## config.mk

```make
export PLATFORM = sky130hd
export DESIGN_NAME = trinary_pw_encoder
export DESIGN_NICKNAME = d
export VERILOG_FILES = /design/src/rtl/tpe_pkg.sv /design/src/rtl/tpe_period_timer.sv /design/src/rtl/tpe_sequencer.sv /design/src/rtl/tpe_pulse_gen.sv /design/src/rtl/trinary_pw_encoder.sv
export SDC_FILE = /design/constraint.sdc
export NUM_CORES = 1
export LEC_CHECK = 0
export ABC_AREA = 1
export BUFFER_PORTS_ARGS = -buffer_cell sky130_fd_sc_hd__buf_2
export CORE_AREA = 2 2 53 92
export DETAILED_ROUTE_END_ITERATION = 10
export DIE_AREA = 0 0 55 94
export MAX_ROUTING_LAYER = met4
export PLACE_DENSITY = 0.56
export RECOVER_POWER = 50
export SLEW_MARGIN = 20
export SYNTH_ARGS = -nofsm -noshare
export SYNTH_HDL_FRONTEND = slang
export SYNTH_SLANG_ARGS = --single-unit
```

## constraint.sdc

```tcl
create_clock -name clk -period 3.5 [get_ports clk]
set_input_delay 0.525 -clock clk [delete_from_list [all_inputs] [get_ports clk]]
set_output_delay 0.525 -clock clk [all_outputs]
set_load 0.01 [all_outputs]
```

## src/rtl/tpe_pkg.sv

```systemverilog
package tpe_pkg;
  typedef enum logic [1:0] {
    SYM_LOW      = 2'b00,
    SYM_HIGH     = 2'b01,
    SYM_OPEN     = 2'b10,
    SYM_OPEN_ALT = 2'b11
  } sym_t;

  typedef enum logic [2:0] {
    PH_IDLE,
    PH_WORD_A,
    PH_GAP_A,
    PH_WORD_B,
    PH_GAP_B
  } phase_t;
endpackage

```

## src/rtl/tpe_period_timer.sv

```systemverilog
module tpe_period_timer #(
  parameter int PERIOD_CLKS = 8,
  localparam int TW = $clog2(PERIOD_CLKS)
) (
  input  logic          clk,
  input  logic          rst_n,
  input  logic          run,
  output logic [TW-1:0] tick,
  output logic          period_end
);
  localparam logic [TW-1:0] LAST = TW'(PERIOD_CLKS - 1);

  logic [TW-1:0] tick_d;

  assign period_end = run && (tick == LAST);

  always_comb begin
    if (!run)            tick_d = '0;
    else if (period_end) tick_d = '0;
    else                 tick_d = tick + 1'b1;
  end

  always_ff @(posedge clk or negedge rst_n) begin
    if (!rst_n) tick <= '0;
    else        tick <= tick_d;
  end
endmodule

```

## src/rtl/tpe_sequencer.sv

```systemverilog
module tpe_sequencer
  import tpe_pkg::*;
#(
  parameter int DIGITS      = 9,
  parameter int GAP_PERIODS = 3,
  localparam int MAXC = (DIGITS > GAP_PERIODS) ? DIGITS : GAP_PERIODS,
  localparam int CW   = (MAXC > 1) ? $clog2(MAXC) : 1
) (
  input  logic          clk,
  input  logic          rst_n,
  input  logic          en_n,
  input  logic          period_end,
  output phase_t        phase,
  output logic [CW-1:0] idx,
  output logic          load
);
  localparam logic [CW-1:0] WORD_LAST = CW'(DIGITS - 1);
  localparam logic [CW-1:0] GAP_LAST  = CW'(GAP_PERIODS - 1);

  phase_t        phase_d;
  logic [CW-1:0] idx_d;

  always_comb begin
    phase_d = phase;
    idx_d   = idx;
    load    = 1'b0;
    unique case (phase)
      PH_IDLE: begin
        if (!en_n) begin
          phase_d = PH_WORD_A;
          idx_d   = '0;
          load    = 1'b1;
        end
      end
      PH_WORD_A, PH_WORD_B: begin
        if (period_end) begin
          if (idx == WORD_LAST) begin
            idx_d = '0;
            if (phase == PH_WORD_A) phase_d = PH_GAP_A;
            else                    phase_d = en_n ? PH_IDLE : PH_GAP_B;
          end else begin
            idx_d = idx + 1'b1;
          end
        end
      end
      PH_GAP_A, PH_GAP_B: begin
        if (period_end) begin
          if (idx == GAP_LAST) begin
            idx_d = '0;
            if (phase == PH_GAP_A) begin
              phase_d = PH_WORD_B;
              load    = 1'b1;
            end else if (!en_n) begin
              phase_d = PH_WORD_A;
              load    = 1'b1;
            end else begin
              phase_d = PH_IDLE;
            end
          end else begin
            idx_d = idx + 1'b1;
          end
        end
      end
      default: begin
        phase_d = PH_IDLE;
        idx_d   = '0;
      end
    endcase
  end

  always_ff @(posedge clk or negedge rst_n) begin
    if (!rst_n) begin
      phase <= PH_IDLE;
      idx   <= '0;
    end else begin
      phase <= phase_d;
      idx   <= idx_d;
    end
  end
endmodule

```

## src/rtl/tpe_pulse_gen.sv

```systemverilog
module tpe_pulse_gen
  import tpe_pkg::*;
#(
  parameter int SLOT_CLKS = 4,
  parameter int SHORT_HI  = 1,
  parameter int LONG_HI   = 3,
  localparam int TW = $clog2(2 * SLOT_CLKS)
) (
  input  sym_t          sym,
  input  logic [TW-1:0] tick,
  input  logic          active,
  output logic          level
);
  localparam logic [TW-1:0] SLOT_T  = TW'(SLOT_CLKS);
  localparam logic [TW-1:0] SHORT_T = TW'(SHORT_HI);
  localparam logic [TW-1:0] LONG_T  = TW'(LONG_HI);

  logic          second;
  logic          is_long;
  logic [TW-1:0] pos;
  logic [TW-1:0] hi_len;

  always_comb begin
    second  = (tick >= SLOT_T);
    pos     = second ? (tick - SLOT_T) : tick;
    is_long = second ? (sym == SYM_HIGH) : (sym != SYM_LOW);
    hi_len  = is_long ? LONG_T : SHORT_T;
    level   = active && (pos < hi_len);
  end
endmodule

```

## src/rtl/trinary_pw_encoder.sv

```systemverilog
module trinary_pw_encoder
  import tpe_pkg::*;
#(
  parameter int DIGITS      = 9,
  parameter int SLOT_CLKS   = 4,
  parameter int SHORT_HI    = 1,
  parameter int LONG_HI     = 3,
  parameter int GAP_PERIODS = 3,
  localparam int CODE_W = 2 * DIGITS
) (
  input  logic              clk,
  input  logic              rst_n,
  input  logic              tx_en_n,
  input  logic [CODE_W-1:0] digits,
  output logic              ser_out,
  output logic              busy
);
  localparam int PERIOD_CLKS = 2 * SLOT_CLKS;
  localparam int TW   = $clog2(PERIOD_CLKS);
  localparam int MAXC = (DIGITS > GAP_PERIODS) ? DIGITS : GAP_PERIODS;
  localparam int CW   = (MAXC > 1) ? $clog2(MAXC) : 1;

  logic [1:0]        rst_sync;
  logic              rst_core_n;
  logic [TW-1:0]     tick;
  logic              period_end;
  phase_t            phase;
  logic [CW-1:0]     idx;
  logic              load;
  logic              in_word;
  logic [CODE_W-1:0] digits_q;
  sym_t              sym_arr [DIGITS];
  sym_t              sym_cur;

  always_ff @(posedge clk or negedge rst_n) begin
    if (!rst_n) rst_sync <= 2'b00;
    else        rst_sync <= {rst_sync[0], 1'b1};
  end
  assign rst_core_n = rst_sync[1];

  assign busy    = (phase != PH_IDLE);
  assign in_word = (phase == PH_WORD_A) || (phase == PH_WORD_B);

  tpe_period_timer #(.PERIOD_CLKS(PERIOD_CLKS)) u_timer (
    .clk        (clk),
    .rst_n      (rst_core_n),
    .run        (busy),
    .tick       (tick),
    .period_end (period_end)
  );

  tpe_sequencer #(.DIGITS(DIGITS), .GAP_PERIODS(GAP_PERIODS)) u_seq (
    .clk        (clk),
    .rst_n      (rst_core_n),
    .en_n       (tx_en_n),
    .period_end (period_end),
    .phase      (phase),
    .idx        (idx),
    .load       (load)
  );

  always_ff @(posedge clk or negedge rst_core_n) begin
    if (!rst_core_n)  digits_q <= '0;
    else if (load)    digits_q <= digits;
  end

  for (genvar g = 0; g < DIGITS; g++) begin : g_unpack
    assign sym_arr[g] = sym_t'(digits_q[2*g +: 2]);
  end

  assign sym_cur = (32'(idx) < DIGITS) ? sym_arr[idx] : SYM_LOW;

  tpe_pulse_gen #(
    .SLOT_CLKS (SLOT_CLKS),
    .SHORT_HI  (SHORT_HI),
    .LONG_HI   (LONG_HI)
  ) u_pulse (
    .sym    (sym_cur),
    .tick   (tick),
    .active (in_word),
    .level  (ser_out)
  );
endmodule

```

==> results of run 1 <==
==> cells in the final DEF, fill, tap and decap left out, drive strengths merged, types with 2 or more instances in the layout <==
cell,instances
nand2,99
nor2,12
dfrtp,30
nor3,2
inv,22
o21ai,11
nand3,22
ha,8
clkbuf,8
xor2,2
buf,21
==> worst max-delay path by stage <==
| stage | cells after the start | slack, ps | start | endpoint |
|---|---|---|---|---|
| 4_1_cts | 12 | 760 | u_seq.idx[0]$_DFFE_PN0P_ | ser_out |
| 3_5_place_dp | 12 | 1060 | u_seq.idx[0]$_DFFE_PN0P_ | ser_out |
| 5_1_grt | 12 | 520 | u_seq.idx[0]$_DFFE_PN0P_ | ser_out |
| 2_1_floorplan | 10 | 1260 | u_seq.idx[1]$_DFFE_PN0P_ | ser_out |
| 3_3_place_gp | 12 | 1100 | u_seq.idx[0]$_DFFE_PN0P_ | ser_out |
| 6_report | 12 | 770 | u_seq.idx[0]$_DFFE_PN0P_ | ser_out |
==> Yosys cell counts <==
master	number
nand3_1	21
clkbuf_1	1
o21ai_1	8
or2_4	1
nand3_2	1
nand2_8	1
buf_2	1
dfrtp_1	30
ha_1	8
o21ai_2	1
nor3_1	2
nor2_4	3
a22oi_4	1
nor2_2	2
xor2_1	2
nand2_1	89
inv_2	7
nand2_2	5
o21ai_0	2
nor2_1	7
conb_1	1
inv_1	15
buf_6	3
a211oi_1	1
nand2_4	4
==> area by class of cell <==
cell class / instances / area, um^2
repair buffers: 23 / 113
clock inverters: 2 / 12.5
well taps: 51 / 63.8
inverters: 22 / 82.6
clock buffers: 6 / 82.6
multi-input cells: 160 / 846
fillers: 482 / 2450
flip-flops and latches: 30 / 751
==> routing by layer <==
metal,wire [um],up-vias
li1,-,722
met4,56,0
met2,1990,28
met5,0,-
met1,1310,657
met3,117,5
==> worst max-delay path, stage by stage (launching register included) <==
cell	delay, ps
dfrtp_1	590
inv_2	180
nand2_1	90
nand3_1	60
nand2_1	70
nand2_1	50
nand3_1	80
nand2_1	60
nand2_1	60
nand2_1	50
ha_1	260
a211oi_1	210
buf_2	160
==> metrics by stage <==
stage / instance area (um^2) / cells / util (%) / total power [mW] / setup WS, ps
CTS: 1960 / 294 / 44.4 / 1.77 / 762
finish: 1950 / 294 / 44.3 / 1.74 / 769
global route: 1950 / 294 / 44.3 / 1.93 / 519
global placement: 1860 / 286 / 42.2 / 1.46 / 1100
detailed placement: 1860 / 286 / 42.2 / 1.47 / 1060
floorplan: 1720 / 217 / - / 1.29 / 1260
==> logic make-up after synthesis <==
group,Yosys count
adders and majority gates,8
and+or+nand+nor,136
AOI/OAI and AO/OA,13
xor gates and xnor gates,2
buffers and inverters,27
other,1
DFF,30
==> power groups by stage <==
| stage | clock network (mW) | logic (mW) | registers [mW] |
|---|---|---|---|
| finish | 0.289 | 0.827 | 0.619 |
| global route | 0.317 | 0.975 | 0.642 |
| CTS | 0.298 | 0.846 | 0.622 |
| detailed placement | 0 | 0.843 | 0.627 |
| global placement | 0 | 0.837 | 0.625 |
| floorplan | 0 | 0.697 | 0.588 |
==> sequential cells by signal (all words and copies together), names as in the netlist <==
register,count
digits_q,18
u_seq.idx,4
u_seq.phase,3
u_timer.tick,3
rst_sync,2
==> metrics.md, run 1 <==
| Metric | Value |
|---|---|
| Status | `complete, no violations` |
| Htree depth | `2` |
| Clock network power share | `16.7%` |
| YS warnings | `0` |
| Combinational share of power | `47.6%` |
| Largest family of logic cells by synthesized area | `simple AND/OR/NAND/NOR gates` |
| Crit Path Max Fanout | `14` |
| Nets@finish | `271` |
| Cell Pwr Density | `890 nW/um^2` |
| RSZ-0062 raised after global routing | `false` |
| Yosys reg bits | `30` |
| R2R depth | `9` |
| PortBufs | `22` |
| Tightest Hold Check Type | `in2async` |
| Leak | `1.06 nW` |
| Worst r2r dst | `digits_q[13]$_DFFE_PN0P_` |
| Synth Area in Adders | `5.81%` |
| CTS buffer count | `5` |
| Mapped Nets | `246` |
| Die H | `94 um` |
| Post-Synth Simple-Gate Area | `37.0%` |
| Complex-gate fraction of the synthesized area | `5.09%` |
| Tcrit/Tclk final | `78.0%` |
| Remaining DRCs | `0` |
| Crit. End Element | `output pin` |
| Leading area contributor after synthesis | `dfrtp_1` |
| Max-cap violation count | `0` |
| Vias in the first global route | `1323` |
| Final setup violation count | `0` |
| Most used routing layer | `met2` |
| Initial DRC count | `27` |
| Crit path launch type | `register` |
| Gpl congestion | `0.809` |
| Starting Density | `39.1%` |
| Total GRT Usage | `16.9%` |
| GR Layer Usage met2 | `28.4%` |
| CORE AREA | `4400 um^2` |
| Ranking of synthesized cells by area | `dfrtp_1 (44%), nand2_1 (19%), nand3_1 (6.1%)` |
| Die Width | `55 um` |
| Site row count | `32` |
| CTS Sinks | `30` |
| P&R area growth vs syn | `13.3%` |
| Root buffer cell | `clkbuf_8` |
| Largest net degree at the start of global routing | `29` |
| Clock slew at the register clock pins of the worst setup and hold paths | `60 ps` |
| Highest clock rate | `366 MHz` |
| Die area | `5170 um^2` |
| Worst slew pin tran | `1490 ps` |
| Kind of critical path | `reg2out` |
| GR Overflow Total | `0` |
| Num ports | `23` |
| Post-DP HPWL | `2670 um` |
| TritonCTS clock tree | `done` |
| Post-synthesis sequential area ratio | `43.6%` |
| Psw | `780 uW` |
| Critical Path RT | `2970 ps` |
| Routed WL per cell | `11.8 um` |
| Synth Area in XOR/XNOR | `1.02%` |
| Max Transition Viols Final | `0` |
| Post-CTS Resized | `0` |
| Crit path DAT | `2210 ps` |
| Clock skew | `7.94 ps` |
| Hold_ws | `20.3 ps` |
| Area share of the largest cell type after synthesis | `43.6%` |
| Net Sw Frac | `44.9%` |
| Via count | `1412` |
| Initial antenna violation count | `0` |
| First-pass GRT wire length | `6090 um` |
| Final hold violations | `0` |
| Mux contribution to synthesized area | `0%` |
| Fraction of layout instances using a drive strength above 1 | `22.6%` |
| DRT Pass-1 Iters | `4` |
| Mapped Area | `1720 um^2` |
| Tmin final | `2730 ps` |
| Yosys cell types | `25` |
| GR met1 Demand/Resource | `19.1%` |
| Syn avg cell area | `7.93 um^2` |
| Worst slew margin | `0.455%` |
| M3 GR Usage | `3.34%` |
| Antenna diodes | `0` |
| DR vias/cell | `4.80` |
| Bufs on Longest Clock Path | `2` |
| Reg2reg setup slack | `1680 ps` |
| Routed Wire Length | `3470 um` |
| Number of routed nets with antenna violations | `0` |
| Cells after Synth | `217` |
| Setup TNS | `0 ps` |
| Cell internal pwr | `956 uW` |
| Hold Buf Count CTS | `0` |
| RR Startpoint | `u_seq.idx[0]$_DFFE_PN0P_` |
| Setup bufs post-CTS | `0` |
| Worst VDD drop | `0.000375 V` |
| Sequential share of power | `35.7%` |
| Worst skew pair latency | `280 ps` |
(Power assumes the default switching activity.)
==> run 2: changes to the inputs <==
- clock period: 3.5 -> 2.7 ns (I/O delays scaled with it)
==> run 2 against run 1 <==
  * The run now ends with max-capacitance violations, max-slew violations left
  * Critical path type unchanged
  * Largest cell class unchanged
  * Utilization is 0.17 points higher
  * Largest power group unchanged
  * Global-route usage increased by 1.6 points
  * First-iteration DRC count shrank 52%
==> metrics.md, run 2 (synthesized netlist as in run 1, its figures left out) <==
| Metric | Value |
|---|---|
| Num ports | `23` |
| DR vias/cell | `4.78` |
| Max FFs per register | `18` |
| Power after layout | `2.26 mW` |
| Placed cell area | `1860 um^2` |
| Setup TNS | `0 ps` |
| Slowest-stage cell, CP | `dfrtp_2` |
| Nets@finish | `272` |
| CTS buffer count | `5` |
| Most frequent cells in the layout | `nand2_1 (89), dfrtp_1 (29), nand3_1 (21), buf_2 (21), inv_1 (15)` |
| Clock skew | `6.93 ps` |
| Hold path start | `digits[10]` |
| Worst r2r dst | `digits_q[15]$_DFFE_PN0P_` |
| Highest clock rate | `399 MHz` |
| Crit path from | `u_seq.idx[0]$_DFFE_PN0P_` |
| Tightest Hold Check Type | `in2reg` |
| WL met1 | `1320 um` |
| Hold Path End | `digits_q[10]$_DFFE_PN0P_` |
| P&R area growth vs syn | `13.7%` |
| Reg with most FFs | `digits_q` |
| R2R depth | `9` |
| PortBufs | `22` |
| Site row count | `32` |
| Crit-path cells | `inv_2 > nand2_1 > nand3_1 > nand3_1 > nand3_1 > nand2_1 > nand2_1 > nand2_1 > ha_1 > a211oi_1 > buf_2` |
| Gpl congestion | `0.772` |
| DRT Pass-1 Iters | `4` |
| Routed wl met2 | `2040 um` |
| Die H | `94 um` |
| Worst slew pin tran | `1520 ps` |
| Violated checks | `max-capacitance violations, max-slew violations` |
| Total GRT Usage | `18.5%` |
| Hold depth | `3` |
| Largest regs | `digits_q: 18 flops, u_seq.idx: 4 flops` |
| Commonest non-fill, non-tap cell in the layout | `nand2_1` |
| RR Startpoint | `u_seq.idx[0]$_DFFE_PN0P_` |
| TritonCTS clock tree | `done` |
| Design area | `1960 um^2` |
| Routed WL per cell | `12.3 um` |
| RSZ-0062 raised after global routing | `false` |
| Tmin final | `2510 ps` |
| Status | `finished, violations left` |
| Uppermost layer routed | `met4` |
| Die Width | `55 um` |
| Crit path DAT | `2100 ps` |
| Max Transition Viols Final | `29` |
| Starting Density | `39.1%` |
| WL met3 | `101 um` |
| Critical Path RT | `2300 ps` |
| Cell mode on critical path | `nand2_1` |
| First-pass GRT wire length | `6610 um` |
| Largest net degree at the start of global routing | `29` |
| Worst skew pair latency | `280 ps` |
| Clock slew at the register clock pins of the worst setup and hold paths | `60 ps` |
| Worst VDD drop | `0.000582 V` |
| Tcrit/Tclk final | `92.9%` |
| Reg2reg setup slack | `970 ps` |
| Initial DRC count | `13` |
| Bufs on Longest Clock Path | `2` |
| Crit. End Element | `output pin` |
| Number of routed nets with antenna violations | `0` |
| Fraction of layout instances using a drive strength above 1 | `22.5%` |
| Root buffer cell | `clkbuf_8` |
| Initial antenna violation count | `0` |
| Crit path launch type | `register` |
| Final hold violations | `0` |
| Die area | `5170 um^2` |
| Kind of critical path | `reg2out` |
| Leak | `1.06 nW` |
| Antenna diodes | `0` |
| Post-DP HPWL | `2790 um` |
| Vias in the first global route | `1496` |
| Max-cap violation count | `1` |
| Routed Wire Length | `3630 um` |
| Final setup violation count | `0` |
| Setup bufs post-CTS | `0` |
| Remaining DRCs | `0` |
| Htree depth | `2` |
| CTS Sinks | `30` |
| Via count | `1409` |
| Worst slew margin | `-1.51%` |
| Cell Pwr Density | `1150 nW/um^2` |
| Crit Path Max Fanout | `14` |
| GR Overflow Total | `0` |
| Max incr delay on CP | `490 ps` |
| CORE AREA | `4400 um^2` |
[run 2: metal layers]
layer  vias up  global-route usage (%)
met5         -                       -
met4         0                    9.96
met3        11                    3.50
met2        25                    31.3
met1       649                    19.1
li1        724                       -
[run 2: area by class of cell]
| class | count | area, um^2 |
|---|---|---|
| fill | 477 | 2450 |
| multi-input combinational | 160 | 846 |
| sequential | 30 | 752 |
| inverter | 22 | 82.6 |
| clock inverter | 1 | 5.00 |
| timing repair buffer | 24 | 123 |
| clock buffer | 7 | 86.3 |
| tap | 51 | 63.8 |
[run 2: worst max-delay path by stage]
| stage | to | slack [ps] |
|---|---|---|
| floorplan | ser_out | 580 |
| global placement | ser_out | 430 |
| detailed placement | ser_out | 380 |
| CTS | ser_out | 70 |
| global route | ser_out | 40 |
| finish | ser_out | 190 |
[run 2: power breakdown]
part	total, mW	switching, mW	internal [mW]
Combinational	1.09	0.696	0.392
Clock	0.365	0.160	0.205
Sequential	0.807	0.161	0.646
[run 2: metrics by stage]
step | setup slack [ps] | instances | util [%] | hold slack, ps
floorplan | 582 | 217 | - | 109
global placement | 430 | 286 | 42.2 | 191
detailed placement | 382 | 286 | 42.2 | 192
CTS | 72.4 | 295 | 44.5 | 267
global route | 37.3 | 295 | 44.5 | 326
finish | 191 | 295 | 44.5 | 317
[run 2: critical path, delay by kind of cell (launching register included)]
kind	cells	cell delay, ps
compound gates	1	210
simple gates	7	510
fa+ha+maj	1	260
buf+inv	2	350
flops	1	490
[run 2: timing repair]
action	4_1_cts	5_1_grt
hold buffers	1	0
gates resized for setup	0	1
endpoints found under the setup margin	0	1
hold endpoints to repair	2	0
